[src/rtl/nzcv_alu.sv]
module nzcv_alu #(
  parameter int W = 16
) (
  input  logic [3:0]   op,
  input  logic         byte_mode,
  input  logic [W-1:0] src,
  input  logic [W-1:0] dst,
  input  logic         cin,
  output logic [W-1:0] res,
  output logic         n_flag,
  output logic         z_flag,
  output logic         c_flag,
  output logic         v_flag,
  output logic         v_we
);
  localparam int HB = W / 2;
  localparam int ND = W / 4;
  localparam int HD = HB / 4;

  localparam logic [3:0] OP_AND  = 4'd0;
  localparam logic [3:0] OP_XOR  = 4'd1;
  localparam logic [3:0] OP_INV  = 4'd2;
  localparam logic [3:0] OP_TST  = 4'd3;
  localparam logic [3:0] OP_RRA  = 4'd4;
  localparam logic [3:0] OP_RLA  = 4'd5;
  localparam logic [3:0] OP_SUBC = 4'd6;
  localparam logic [3:0] OP_SXT  = 4'd7;
  localparam logic [3:0] OP_DADD = 4'd8;

  logic [W-1:0] msk, a, b, top_bit, r;
  logic         a_top, b_top, a_nxt, r_top, c, v, vw;
  logic [W:0]   dif;
  logic [W-1:0] dsum;
  logic [ND:0]  dc;
  logic         dcarry, sub_c, sub_v, sub_rtop;

  assign msk     = byte_mode ? {{(W-HB){1'b0}}, {HB{1'b1}}} : {W{1'b1}};
  assign a       = dst & msk;
  assign b       = src & msk;
  assign top_bit = byte_mode ? (W'(1) << (HB-1)) : (W'(1) << (W-1));
  assign a_top   = byte_mode ? a[HB-1] : a[W-1];
  assign b_top   = byte_mode ? b[HB-1] : b[W-1];
  assign a_nxt   = byte_mode ? a[HB-2] : a[W-2];

  assign dif      = {1'b0, a} + {1'b0, ~src & msk} + {{W{1'b0}}, cin};
  assign sub_c    = byte_mode ? dif[HB] : dif[W];
  assign sub_rtop = byte_mode ? dif[HB-1] : dif[W-1];
  assign sub_v    = (a_top != b_top) && (sub_rtop != a_top);

  assign dc[0] = cin;
  for (genvar g = 0; g < ND; g++) begin : g_digit
    logic [4:0] raw;
    logic [4:0] fix;
    assign raw = {1'b0, a[4*g +: 4]} + {1'b0, b[4*g +: 4]} + {4'd0, dc[g]};
    assign fix = raw + 5'd6;
    assign dc[g+1] = raw > 5'd9;
    assign dsum[4*g +: 4] = dc[g+1] ? fix[3:0] : raw[3:0];
  end
  assign dcarry = byte_mode ? dc[HD] : dc[ND];

  always_comb begin
    r  = a;
    c  = 1'b0;
    v  = 1'b0;
    vw = 1'b1;
    case (op)
      OP_AND: begin
        r = a & b;
        c = |r;
      end
      OP_XOR: begin
        r = a ^ b;
        c = |r;
        v = a_top & b_top;
      end
      OP_INV: begin
        r = ~a & msk;
        c = |r;
        v = a_top;
      end
      OP_TST: begin
        r = a;
        c = 1'b1;
      end
      OP_RRA: begin
        r = (a >> 1) | (a_top ? top_bit : '0);
        c = a[0];
      end
      OP_RLA: begin
        r = (a << 1) & msk;
        c = a_top;
        v = a_top ^ a_nxt;
      end
      OP_SUBC: begin
        r = dif[W-1:0] & msk;
        c = sub_c;
        v = sub_v;
      end
      OP_SXT: begin
        r = {{(W-HB){dst[HB-1]}}, dst[HB-1:0]};
        c = |r;
      end
      OP_DADD: begin
        r  = dsum & msk;
        c  = dcarry;
        vw = 1'b0;
      end
      default: begin
        r  = a;
        c  = cin;
        vw = 1'b0;
      end
    endcase
  end

  assign r_top  = (byte_mode && op != OP_SXT) ? r[HB-1] : r[W-1];
  assign res    = r;
  assign n_flag = r_top;
  assign z_flag = (r == '0);
  assign c_flag = c;
  assign v_flag = v;
  assign v_we   = vw;
endmodule


[config.mk]
export PLATFORM = sky130hd
export DESIGN_NAME = nzcv_alu
export DESIGN_NICKNAME = d
export VERILOG_FILES = /design/src/rtl/nzcv_alu.sv
export SDC_FILE = /design/constraint.sdc
export NUM_CORES = 1
export LEC_CHECK = 0
export ABC_AREA = 1
export BUFFER_PORTS_ARGS = -buffer_cell sky130_fd_sc_hd__buf_2
export CORE_UTILIZATION = 40
export DETAILED_ROUTE_END_ITERATION = 7
export PLACE_DENSITY_LB_ADDON = 0.08
export RECOVER_POWER = 25
export SETUP_SLACK_MARGIN = 0.15
export SKIP_LAST_GASP = 1
export SLEW_MARGIN = 15
export SYNTH_ARGS = -nofsm -noshare
export SYNTH_HDL_FRONTEND = slang
export SYNTH_SLANG_ARGS = --single-unit
[constraint.sdc]
create_clock -name vclk -period 14.15
set_input_delay 2.83 -clock vclk [all_inputs]
set_output_delay 2.83 -clock vclk [all_outputs]
set_load 0.05 [all_outputs]
# [Word-level counts from Yosys, hierarchy flattened]
# Cells that the tools add are included.
[classes] add_sub_neg=14 multipliers=0 n_div=0 magnitude_cmp=4 n_eq_ne=11 shifts=0 mux=18 n_bitwise=14 n_reduce_logical=9
[op_table] operator="$and A16 B16 Y16" n=8
[op_table] operator="$pmux W16 S8" n=1
[op_table] operator="$mux W16" n=3
[op_table] operator="$reduce_or A16 Y1" n=3
[op_table] operator="$not A16 Y16" n=2
[op_table] operator="$add A4 B4 Y5" n=4
[op_table] operator="$add A5 B1 Y5" n=4
[op_table] operator="$gt A5 B4 Y1 const B" n=4
[op_table] operator="$add A16 B16 Y17" n=1
[op_table] operator="$add A17 B1 Y17" n=1
[op_table] operator="$add A4 B3 Y4 const B" n=4
[op_table] operator="$eq A4 B3 Y1 const B" n=4
[op_table] operator="$logic_not A16 Y1" n=1
[op_table] operator="$mux W4" n=4
[op_table] operator="$or A15 B16 Y16" n=1
[op_table] operator="$reduce_or A8 Y1" n=2
[op_table] operator="$xor A16 B16 Y16" n=1
[op_table] operator="$pmux W1 S9" n=1
[op_table] operator="$eq A4 B2 Y1 const B" n=2
[op_table] operator="$mux W1" n=8
[op_table] operator="$eq A4 B1 Y1 const B" n=1
[op_table] operator="$eq A4 B4 Y1 const B" n=1
[op_table] operator="$logic_not A4 Y1" n=1
[op_table] operator="$ne A4 B3 Y1 const B" n=1
[op_table] operator="5 further kinds" n=7
[totals] ff_bits=0 latchBits=0 ramBits=0 romBits=0 inputBits=38 output_inout_bits=21 wordCells=70 mem_count=0

# [Logic depth before layout (Yosys ltp)]
[logic_depth] word_depth=15 depth_mapped=47 ltp_nobuf=47

# [Least setup slack after synthesis]
# OpenSTA, ideal clock, no wires.
[synth_timing] path_type="input port to output port" startpoint="input port dst[0]" endpoint="output port n_flag" t_arrival_ps=9515 required_time_ps=11320 slack_ps=1805 cell_stages=43 n_path_buf=0 path_cell_list="inv_1 > fa_1 > inv_1 > fa_1 > inv_1 > nand3_1 > nand3_1 > nand2_1 > inv_1 > fa_1 > inv_1 > fa_1 > xor2_1 > nand2_1 > nand3_1 > nand2_1 > inv_1 > fa_1 > [7 not listed] > fa_1 > fa_1 > inv_1 > nand2_1 > nand2_1 > ha_1 > inv_1 > a21oi_1 > a21oi_1 > nand2_1 > nand2_1 > nand2_1 > nand2_1 > nand2_1 > nand3_1 > nand2_1 > nand2_1 > o21ai_0"
[synth_via] elab_chain_cells=14 elab_cells_between_ends=20 classes_between="add/sub: 9; order compare: 4; mux: 4; bitwise: 3"
[synth_lines] item="start, declared" line="7" text="input logic [W-1:0] dst,"
[synth_lines] item="$and A16 B16 Y16 *" line="38" text="assign a = dst & msk;"
[synth_lines] item="$add A4 B4 Y5" line="54" text="assign raw = {1'b0, a[4*g +: 4]} + {1'b0, b[4*g +: 4]} + {4'd0, dc[g]};"
[synth_lines] item="$add A5 B1 Y5" line="54"
[synth_lines] item="$gt A5 B4 Y1" line="56" text="assign dc[g+1] = raw > 5'd9;"
[synth_lines] item="$add A5 B1 Y5" line="54"
[synth_lines] item="$gt A5 B4 Y1" line="56"
[synth_lines] item="$add A5 B1 Y5" line="54"
[synth_lines] item="$gt A5 B4 Y1" line="56"
[synth_lines] item="$add A5 B1 Y5" line="54"
[synth_lines] item="$add A4 B3 Y4 or $gt A5 B4 Y1 (tied branches)" line="55, 56"
[synth_lines] item="$mux W4" line="57" text="assign dsum[4*g +: 4] = dc[g+1] ? fix[3:0] : raw[3:0];"
[synth_lines] item="$and A16 B16 Y16" line="104" text="r = dsum & msk;"
[synth_lines] item="$pmux W16 S8 *" line="66" text="case (op)"
[synth_lines] item="$mux W1 *" line="116" text="assign r_top = (byte_mode && op != OP_SXT) ? r[HB-1] : r[W-1];"
[synth_lines] item="end, declared" line="10" text="output logic n_flag,"
# Every way passes the cells marked *; elsewhere a longest branch is shown, timed or not.

# [Worst setup path in the final report]
[layout_timing] startpoint="input port dst[0]" endpoint="output port z_flag"
[layout_via] elab_chain_cells=14 elab_cells_between_ends=29 classes_between="add/sub: 11; order compare: 4; mux: 5; bitwise: 8; reduce/logical: 1"
[layout_lines] item="$and A16 B16 Y16" line="38"
[layout_lines] item="$add A4 B4 Y5" line="54"
[layout_lines] item="$add A5 B1 Y5" line="54"
[layout_lines] item="$gt A5 B4 Y1" line="56"
[layout_lines] item="$add A5 B1 Y5" line="54"
[layout_lines] item="$gt A5 B4 Y1" line="56"
[layout_lines] item="$add A5 B1 Y5" line="54"
[layout_lines] item="$gt A5 B4 Y1" line="56"
[layout_lines] item="$add A5 B1 Y5" line="54"
[layout_lines] item="$add A4 B3 Y4 or $gt A5 B4 Y1 (tied branches)" line="55, 56"
[layout_lines] item="$mux W4" line="57"
[layout_lines] item="$and A16 B16 Y16" line="104"
[layout_lines] item="$pmux W16 S8 *" line="66"
[layout_lines] item="$logic_not A16 Y1 *" line="119" text="assign z_flag = (r == '0);"
[layout_lines] item="end, declared" line="11" text="output logic z_flag,"
# Marks and branches as above.

==> qor.csv <==
stage,metric,value,unit
final_layout,diodes,0,
power_and_ir_drop,p_leak,2.537,nW
route,vias,5074,
die,chipWidth,99.79,µm
hold_path,hold_end,v_we,
sta,final_max_slew_viol_count,19,
hold_path,holdCritPathClass,input port to output pin,
sta,fin_crit_sh,0.9129,
sta,max_freq,0.07741,GHz
power_and_ir_drop,p_sw_frac,0.7095,
job,drv_cap,1,
place,gp_congestion,0.9630,
final_layout,multi_input_area,3154,µm²
setup_path,cp.required,11.32,ns
sta,fin_setup_tns,0,ns
outcome,status,"complete, but fails checks",
die,die-area,9957,µm²
final_layout,regArea,0,µm²
setup_path,slowest_stage,fa_1,
place,dp.final_hpwl,12500,µm
grt,grt_pass1_vias,4641,
synth,ys_types,42,
route,avgRoutedWirePerCell,16.35,µm
grt,overflow,0,
synth,ys_top_cells_by_area,"nand2_1 (24%), inv_1 (14%), ha_1 (12%), nand3_1 (11%), nor2_1 (7.7%)",
final_layout,nFillCells,1078,
setup_path,start_kind,input port,
power_and_ir_drop,sequentialPowerShare,0,
die,row_count,35,
synth,syn-cell-area,3825,µm²
power_and_ir_drop,power_density,48.71,nW/µm²
setup_path,crit_type,input port to output pin,
final_layout,layout_commonest_cell,nand2_1,
power_and_ir_drop,power.switching,0.1452,mW
final_layout,clock_buffers,0,
final_layout,layoutNonFillerInstCount,930,
synth,synth.yosys.warnings,0,
power_and_ir_drop,comb_power_share,1.000,
die,ios,59,
grt,grt_start_max_net_pins,35,
synth,synth_area_leader_cell,nand2_1,
synth,syn-num-nets,841,
die,die_h,99.79,µm
route,dr.pass1.iters,5,
route,vias_per_cell,5.456,
setup_path,crit_path_end_kind,output pin,
clocking,ctsResizeCount,0,
final_layout,final_nets,889,
sta,tightest_slew,1.546,ns
sta,relSlewSlack,-0.03457,
setup_path,critPathMaxStageDelay,0.44,ns
setup_path,crit_path_start,dst[0],
sta,setup-violations-final,0,
power_and_ir_drop,p_int,0.05943,mW
route,drtAntennaViolNets,0,
grt,grt_pass1_wl,23340,µm
setup_path,cp_max_fo,6,
place,place_inst,930,
setup_path,arrival,10.09,ns
final_layout,area_delta_synth_final,9.814,%
hold_path,hold_depth,3,
clocking,cts_setup_buffers,0,
power_and_ir_drop,ir_worst_vdd,0.00002663,V
route,dr.first_iter.drc_count,487,
grt,antenna_found_initial,0,
final_layout,design.seq.count,0,
place,port_buffers,59,
synth,synth.avg_cell_area,5.066,µm²
setup_path,crit_top_cell,nand2_1,
final_layout,final_cell_mix,"nand2_1 (241), inv_1 (145), nand3_1 (81)",
outcome,violations,"capacitance limit, slew limit",
sta,layout_min_cycle_time,12.92,ns
final_layout,fin_area,4200,µm²
synth,postSynthCellCount,755,
hold_path,min_from,op[3],
power_and_ir_drop,clockPowerShare,0,
die,start_util,0.4139,
place,placed_cell_area,4213,µm²
synth,yosysTopAreaCellShare,0.2365,
route,drc,0,
route,drt-total-wl,15210,µm
clocking,cts_hold_buf,0,
grt,grt_usage,0.2982,
sta,finalHoldViolCount,0,
die,core,9240,µm²
synth,ys_seq_area_frac,0,
sta,rsz0062_at_grt,no,
final_layout,drive_gt1_frac,0.1074,
-- how the worst max path moves through the flow --
stage	to	slack (ns)	cells past startpoint
2_1_floorplan	n_flag	1.81	43
3_3_place_gp	z_flag	1.73	47
3_5_place_dp	z_flag	1.38	47
4_1_cts	z_flag	1.37	47
5_1_grt	z_flag	0.72	47
6_report	z_flag	1.23	47
-- power groups by stage --
stage | logic, mW | registers [mW] | clock network, mW
final | 0.205 | 0 | 0
after global routing | 0.224 | 0 | 0
after CTS | 0.201 | 0 | 0
after detailed placement | 0.200 | 0 | 0
after global placement | 0.198 | 0 | 0
after floorplan | 0.146 | 0 | 0
-- metal layers --
layer / up-vias / GRT usage / routed length (µm)
li1: 2478 / - / -
met1: 2265 / 0.4211 / 6610
met2: 292 / 0.4923 / 6803
met3: 39 / 0.01880 / 1425
met4: 0 / 0.07579 / 366
met5: - / 0 / 0
-- metrics by stage --
stage          hold slack [ns]  setup WS (ns)    util  total power, mW
4_1_cts                  6.092          1.367  0.4559           0.2011
3_3_place_gp             6.083          1.732  0.4559           0.1982
5_1_grt                  6.204         0.7172  0.4546           0.2242
2_1_floorplan            5.758          1.805       -           0.1463
3_5_place_dp             6.091          1.382  0.4559           0.2000
6_report                 6.168          1.232  0.4546           0.2046
-- cells in the mapped netlist (all sizes together), types with 2 or more instances --
cell type / n
xnor2: 3
or2: 2
nor3: 11
fa: 10
nor4: 11
a21oi: 31
o22ai: 8
nand3b: 3
o31ai: 2
inv: 157
nand3: 81
and2: 2
o211ai: 3
o2111ai: 3
a41oi: 2
nand2: 248
buf: 12
ha: 38
nand4: 14
a31oi: 2
nor2: 84
o21ai: 22
-- critical path: cells and delay by family --
kind | cells | cell delay (ns)
compound gates | 2 | 0.19
xor+xnor | 2 | 0.44
fa+ha+maj | 9 | 3.02
buf+inv | 12 | 1.33
simple gates | 22 | 2.29
-- layout make-up --
cell class | instances | area share
repair buffers | 59 | 0.06911
well taps | 129 | 0.03843
multi-input cells | 585 | 0.7510
inverters | 157 | 0.1415
-- cell families after synthesis --
| logic type | count (synthesis) | share of synthesized area |
|---|---|---|
| and+or+nand+nor | 456 | 0.5178 |
| adders and majority gates | 48 | 0.1766 |
| AOI/OAI and AO/OA | 77 | 0.1230 |
| buffers and inverters | 170 | 0.1734 |
| xor gates and xnor gates | 4 | 0.009161 |
Power figures use the tool's default switching activity.
